File: config.mk
export PLATFORM = sky130hd
export DESIGN_NAME = aprx_ripple_adder
export DESIGN_NICKNAME = d
export VERILOG_FILES = /design/src/rtl/aprx_add_pkg.sv /design/src/rtl/aprx_fa_cell.sv /design/src/rtl/exact_fa_cell.sv /design/src/rtl/aprx_out_stage.sv /design/src/rtl/aprx_ripple_adder.sv
export SDC_FILE = /design/constraint.sdc
export NUM_CORES = 1
export LEC_CHECK = 0
export ABC_AREA = 0
export CORE_MARGIN = 1
export CORE_UTILIZATION = 40
export CTS_BUF_LIST = sky130_fd_sc_hd__clkbuf_16
export DETAILED_ROUTE_END_ITERATION = 10
export PLACE_DENSITY = 0.85
export SLEW_MARGIN = 5
export SYNTH_ARGS = -nofsm -noshare
export SYNTH_HDL_FRONTEND = slang
export SYNTH_SLANG_ARGS = --single-unit
File: constraint.sdc
create_clock -name clk -period 1.43 [get_ports clk]
set_clock_uncertainty 0.15 [all_clocks]
set_input_delay 0.2145 -clock clk [delete_from_list [all_inputs] [get_ports clk]]
set_output_delay 0.2145 -clock clk [all_outputs]
set_load 0.01 [all_outputs]
File: src/rtl/aprx_add_pkg.sv
`timescale 1ns/1ps
package aprx_add_pkg;
  localparam int CELL_SUM_INV_CARRY = 1;
  localparam int CELL_A_FORWARD     = 3;
  localparam int CELL_ANDOR_MUX     = 4;

  function automatic bit cell_sel_valid(input int sel);
    return (sel == CELL_SUM_INV_CARRY) || (sel == CELL_A_FORWARD) ||
           (sel == CELL_ANDOR_MUX);
  endfunction
endpackage

File: src/rtl/aprx_fa_cell.sv
`timescale 1ns/1ps
module aprx_fa_cell
  import aprx_add_pkg::*;
#(
  parameter int SEL = CELL_SUM_INV_CARRY
) (
  input  logic x_i,
  input  logic y_i,
  input  logic c_i,
  output logic s_o,
  output logic c_o
);
  logic [1:0] exact_w;

  generate
    if (SEL == CELL_SUM_INV_CARRY) begin : g_v1
      always_comb begin
        c_o = (x_i & y_i) | (x_i & c_i) | (y_i & c_i);
        s_o = ~c_o;
      end
    end else if (SEL == CELL_A_FORWARD) begin : g_v3
      always_comb begin
        c_o = x_i;
        s_o = x_i ? (y_i & c_i) : (y_i | c_i);
      end
    end else begin : g_v4
      always_comb begin
        c_o = x_i & (y_i | c_i);
        s_o = c_o ? (y_i & c_i) : (x_i | y_i | c_i);
      end
    end
  endgenerate

  // error pattern of each variant, compared with true addition
  always_comb begin
    exact_w = {1'b0, x_i} + {1'b0, y_i} + {1'b0, c_i};
    if (SEL == CELL_SUM_INV_CARRY) begin
      a_r1_err_only_uniform: assert (({c_o, s_o} == exact_w) ||
        ((x_i == y_i) && (y_i == c_i)))
        else $error("variant 1 error outside 000/111");
    end else if (SEL == CELL_A_FORWARD) begin
      a_r2_err_two_cases: assert (({c_o, s_o} == exact_w) ||
        ({x_i, y_i, c_i} == 3'b011) || ({x_i, y_i, c_i} == 3'b100))
        else $error("variant 3 error outside 011/100");
    end else begin
      a_r3_err_one_case: assert (({c_o, s_o} == exact_w) ||
        ({x_i, y_i, c_i} == 3'b011))
        else $error("variant 4 error outside 011");
    end
  end
endmodule

File: src/rtl/exact_fa_cell.sv
`timescale 1ns/1ps
module exact_fa_cell (
  input  logic x_i,
  input  logic y_i,
  input  logic c_i,
  output logic s_o,
  output logic c_o
);
  logic p_w;
  always_comb begin
    p_w = x_i ^ y_i;
    s_o = p_w ^ c_i;
    c_o = (x_i & y_i) | (p_w & c_i);
  end
endmodule

File: src/rtl/aprx_out_stage.sv
`timescale 1ns/1ps
module aprx_out_stage #(
  parameter int W   = 17,
  parameter bit REG = 1'b1
) (
  input  logic         clk,
  input  logic         rst_n,
  input  logic         en,
  input  logic [W-1:0] d_i,
  output logic [W-1:0] q_o
);
  generate
    if (REG) begin : g_reg
      logic [W-1:0] q_r;
      logic [W-1:0] q_nxt;

      always_comb begin
        q_nxt = q_r;
        if (en) q_nxt = d_i;
      end

      always_ff @(posedge clk or negedge rst_n) begin
        if (!rst_n) q_r <= '0;
        else        q_r <= q_nxt;
      end

      assign q_o = q_r;

      a_r8_hold_when_idle: assert property (@(posedge clk) disable iff (!rst_n)
        !en |=> $stable(q_o))
        else $error("output changed while enable low");
    end else begin : g_wire
      assign q_o = d_i;
    end
  endgenerate
endmodule

File: src/rtl/aprx_ripple_adder.sv
`timescale 1ns/1ps
module aprx_ripple_adder
  import aprx_add_pkg::*;
#(
  parameter int WIDTH    = 16,
  parameter int LOW_BITS = 16,
  parameter int CELL_SEL = CELL_SUM_INV_CARRY,
  parameter bit OUT_REG  = 1'b1
) (
  input  logic             clk,
  input  logic             rst_n,
  input  logic             en,
  input  logic [WIDTH-1:0] a_i,
  input  logic [WIDTH-1:0] b_i,
  input  logic             cin_i,
  output logic [WIDTH-1:0] sum_o,
  output logic             cout_o
);
  localparam int HI_BITS = WIDTH - LOW_BITS;

  generate
    if (!cell_sel_valid(CELL_SEL)) begin : g_bad_sel
      $error("CELL_SEL must be 1, 3 or 4");
    end
    if (LOW_BITS < 0 || LOW_BITS > WIDTH) begin : g_bad_low
      $error("LOW_BITS must lie in 0..WIDTH");
    end
  endgenerate

  logic [WIDTH:0]   cy;
  logic [WIDTH-1:0] raw_sum;

  assign cy[0] = cin_i;

  generate
    for (genvar i = 0; i < WIDTH; i++) begin : g_bit
      if (i < LOW_BITS) begin : g_apx
        aprx_fa_cell #(.SEL(CELL_SEL)) u_cell (
          .x_i(a_i[i]), .y_i(b_i[i]), .c_i(cy[i]),
          .s_o(raw_sum[i]), .c_o(cy[i+1])
        );
      end else begin : g_exa
        exact_fa_cell u_cell (
          .x_i(a_i[i]), .y_i(b_i[i]), .c_i(cy[i]),
          .s_o(raw_sum[i]), .c_o(cy[i+1])
        );
      end
    end
  endgenerate

  logic [WIDTH:0] out_w;

  aprx_out_stage #(.W(WIDTH + 1), .REG(OUT_REG)) u_out (
    .clk(clk), .rst_n(rst_n), .en(en),
    .d_i({cy[WIDTH], raw_sum}), .q_o(out_w)
  );

  assign sum_o  = out_w[WIDTH-1:0];
  assign cout_o = out_w[WIDTH];

  // cross-checks of the chain against word-level arithmetic
  generate
    if (HI_BITS > 0 && LOW_BITS > 0) begin : g_chk_hi
      logic [HI_BITS:0] hi_ref;
      always_comb begin
        hi_ref = {1'b0, a_i[WIDTH-1:LOW_BITS]} + {1'b0, b_i[WIDTH-1:LOW_BITS]}
               + {{HI_BITS{1'b0}}, cy[LOW_BITS]};
        a_r4_upper_exact: assert (hi_ref == {cy[WIDTH], raw_sum[WIDTH-1:LOW_BITS]})
          else $error("upper region not exact");
      end
    end
    if (LOW_BITS == 0) begin : g_chk_exact
      logic [WIDTH:0] full_ref;
      always_comb begin
        full_ref = {1'b0, a_i} + {1'b0, b_i} + {{WIDTH{1'b0}}, cin_i};
        a_r5_all_exact: assert (full_ref == {cy[WIDTH], raw_sum})
          else $error("exact build mismatch");
      end
    end
    if (LOW_BITS > 0 && CELL_SEL == CELL_SUM_INV_CARRY) begin : g_chk_v1
      logic [LOW_BITS:0] lo_ref;
      always_comb begin
        lo_ref = {1'b0, a_i[LOW_BITS-1:0]} + {1'b0, b_i[LOW_BITS-1:0]}
               + {{LOW_BITS{1'b0}}, cin_i};
        a_r6_carry_exact: assert (lo_ref[LOW_BITS] == cy[LOW_BITS])
          else $error("variant 1 boundary carry inexact");
      end
    end
    if (LOW_BITS > 0 && CELL_SEL == CELL_A_FORWARD) begin : g_chk_v3
      always_comb begin
        a_r2_boundary_is_a: assert (cy[LOW_BITS] == a_i[LOW_BITS-1])
          else $error("variant 3 boundary carry not operand bit");
      end
    end
  endgenerate
endmodule

==> flow_summary_export.csv <==
group,metric,value,unit
status,run_status,"complete, but fails checks",
status,failing_checks,"setup timing",
job,max_cap_viol_count,0,
sta,finalSetupViolCount,15,
critical_path,cp-end-kind,"flop",
finish,final_cell_area,2130,sq um
power_and_ir_drop,powerDensity,906.5,nW/um^2
synth,syn_area_per_cell,8.630,sq um
sta,post-route-min-period,1992,ps
critical_path,startpoint_type,"input pin",
sta,worst_slew_margin_rel,77.01,%
clock_tree,cts_buffers,3,
drt,detailroute.via_count,1523,
clock_tree,clk_pin_slew,60,ps
finish,n_antenna_cell,0,
clock_tree,worst_skew_pair.late_latency,250,ps
finish,nNetsFinal,259,
global_route,global_route.overflow_total,0,
hold_path,holdCritPathClass,"input pin to asynchronous set/reset pin",
placed_design,portBuffers,52,
drt,postRouteAntennaNets,0,
sta,final_min_period_over_clock_period,139.3,%
synth,synth.yosys.warnings,0,
placed_design,post-dp-hpwl,2738,um
sta,max_freq,0.5020,GHz
synth,synthesis.area,1096,sq um
floorplan,start_util,43.45,%
floorplan,num_rows,18,
global_route,grt_start_max_net_pins,23,
floorplan,core_area,2522,sq um
sta,rsz_0062_raised_after_global_routing,"yes",
finish,num-fill-cells,129,
global_route,global_route_wire_length_before_repair,7107,um
drt,first_pass_iters,5,
finish,syn2layout_area_growth,94.29,%
clock_tree,cts.root.buffer_cell,"sky130_fd_sc_hd__clkbuf_16",
drt,drc_errors,0,
drt,drtIter0Drc,45,
power_and_ir_drop,p_leak,1.029,nW
placed_design,placedInstanceArea,1904,sq um
synth,synth.distinct_cells,35,
critical_path,criticalPathCategory,"input pin to flop",
global_route,global_route.usage.total,34.63,%
drt,wire_per_inst,20.30,um
global_route,number_of_antenna_violations_at_the_first_check_in_global_routing,0,
synth,synth_fp_nets,163,
clock_tree,ctsHtreeMaxLevel,1,
critical_path,worst-path-max-fanout,4,
synth,syn_inst,127,
finish,drive_gt1_share,43.24,%
synth,register_bit_count_reported_by_yosys,17,
placed_design,place_congestion,0.7884,
power_and_ir_drop,max-vdd-ir-drop,803.3,uV
floorplan,ports,53,
finish,commonest_non_fill_non_tap_cell_in_the_layout,"sky130_fd_sc_hd__buf_4",
sta,hold_slack,143.7,ps
drt,routed_wl,5115,um
sta,fin_ws,-562.0,ps
drt,routed_via_density,6.044,
sta,worst_pin_slew,344.9,ps
finish,final_cells,252,
critical_path,data_arrival_critical_path,1960,ps
floorplan,die-area,2953,sq um
placed_design,placed_cells,238,
floorplan,die-height,54.35,um
sta,final_slew_viol_count,0,
clock_tree,clock_tree_from_tritoncts,"built",
clock_tree,ctsLongestPathBuffers,2,
clock_tree,clock-sinks,17,
sta,count_of_final_hold_check_violations,0,
synth,synth_sequential_area_ratio,38.81,%
floorplan,width_of_the_die,54.35,um
finish,largest_register_ff_count,17,
finish,layout_common_cells,"sky130_fd_sc_hd__buf_4, sky130_fd_sc_hd__dlygate4sd2_1, sky130_fd_sc_hd__dfrtp_1",
global_route,grt_pass1_vias,1565,
critical_path,cp_data_required_time,1390,ps
[final timing paths]
check / startpoint / end / slack (ps) / cells past startpoint
max in group asynchronous: rst_n / u_out.q_o[3] / 780 / 2
worst min-delay path: rst_n / u_out.q_o[5] / 140 / 2
worst max-delay path: b_i[0] / u_out.q_o[16] / -560 / 7
min in group clk: a_i[0] / u_out.q_o[0] / 160 / 3
worst max register to register: u_out.q_o[16] / u_out.q_o[16] / 110 / 2
worst min register to register: u_out.q_o[9] / u_out.q_o[9] / 370 / 1
[report_power, final]
part | leakage [nW] | switching, W | internal (W)
logic | 0.792 | 0.000374 | 0.000393
registers | 0.195 | 0.0000388 | 0.000553
clock network | 0.0423 | 0.000200 | 0.000372
total | 1.03 | 0.000612 | 0.00132
[worst max-delay path: stages]
cell and delay (ps):
sky130_fd_sc_hd__buf_6 100, sky130_fd_sc_hd__maj3_2 310, sky130_fd_sc_hd__maj3_2 340, sky130_fd_sc_hd__a2bb2oi_4 180, sky130_fd_sc_hd__a21oi_4 220, sky130_fd_sc_hd__a211oi_2 110, sky130_fd_sc_hd__or4_1 480
[routing by layer]
layer	track usage (%)	vias to the layer above	routed length [um]
met1	34.91	730	1854
met5	0	-	0
met2	63.82	107	2709
met4	24.36	0	235
met3	5.556	30	315
li1	-	656	-
[synth_stat cells, drive strengths merged]
master    n  share of area (%)
mux2      2                2.1
maj3      7                6.8
buf       1               0.34
nor2b     2                1.1
or4       1               0.69
nor4      1               0.57
nand3     2               0.91
o221ai    2                1.6
o2111ai   1               0.80
clkbuf    2               0.69
nand2    13                4.5
o2bb2ai   1               0.80
dfrtp    17                 39
nor3b     2                1.4
a21oi    12                6.5
o21a      1               0.69
and2      2                1.1
o31ai     2                1.4
a22oi     1               0.69
or2       1               0.57
o22ai     3                1.7
o211ai    3                2.1
mux2i     4                3.7
a211oi    4                3.2
a2bb2oi   1                1.4
a31oi     2                1.1
nor2     17                5.8
o22a      1               0.80
a22o      1               0.80
inv      10                3.4
and3      3                1.7
o21ai     5                2.3
[through the flow]
stage | setup slack [ps] | utilization (%) | total power [W] | TNS [ps]
2_1_floorplan | -679.5 | - | 0.0008533 | -4606
3_3_place_gp | -1077 | 75.50 | 0.001240 | -12870
3_5_place_dp | -1167 | 75.50 | 0.001267 | -13800
4_1_cts | -554.0 | 82.39 | 0.001851 | -4704
5_1_grt | -606.7 | 84.42 | 0.002004 | -6455
6_report | -562.0 | 84.42 | 0.001930 | -5828
[cells by family after synthesis]
family	after synthesis	synth area share, %
compound gates	40	25.80
fa+ha+maj	7	6.849
buf+inv	13	4.452
flops	17	38.81
mux	6	5.708
simple gates	44	18.38
[layout make-up]
| class | count | area (sq um) | share of cell area [%] |
|---|---|---|---|
| Clock buffer | 3 | 75.07 | 3.525 |
| Multi-Input combinational cell | 97 | 779.5 | 36.60 |
| Sequential cell | 17 | 425.4 | 19.98 |
| Inverter | 10 | 37.54 | 1.763 |
| Timing Repair Buffer | 94 | 770.7 | 36.19 |
| Tap cell | 30 | 37.54 | 1.763 |
| Clock inverter | 1 | 3.754 | 0.1763 |
[repair_timing]
action,in CTS,in global routing
endpoints found under the setup margin,33,15
endpoints found under the hold margin,0,0
setup buffers,6,4
resized for setup,101,21
hold buffers,0,0
pin swaps,14,14
Note: power is estimated with default switching activity, not from simulation.
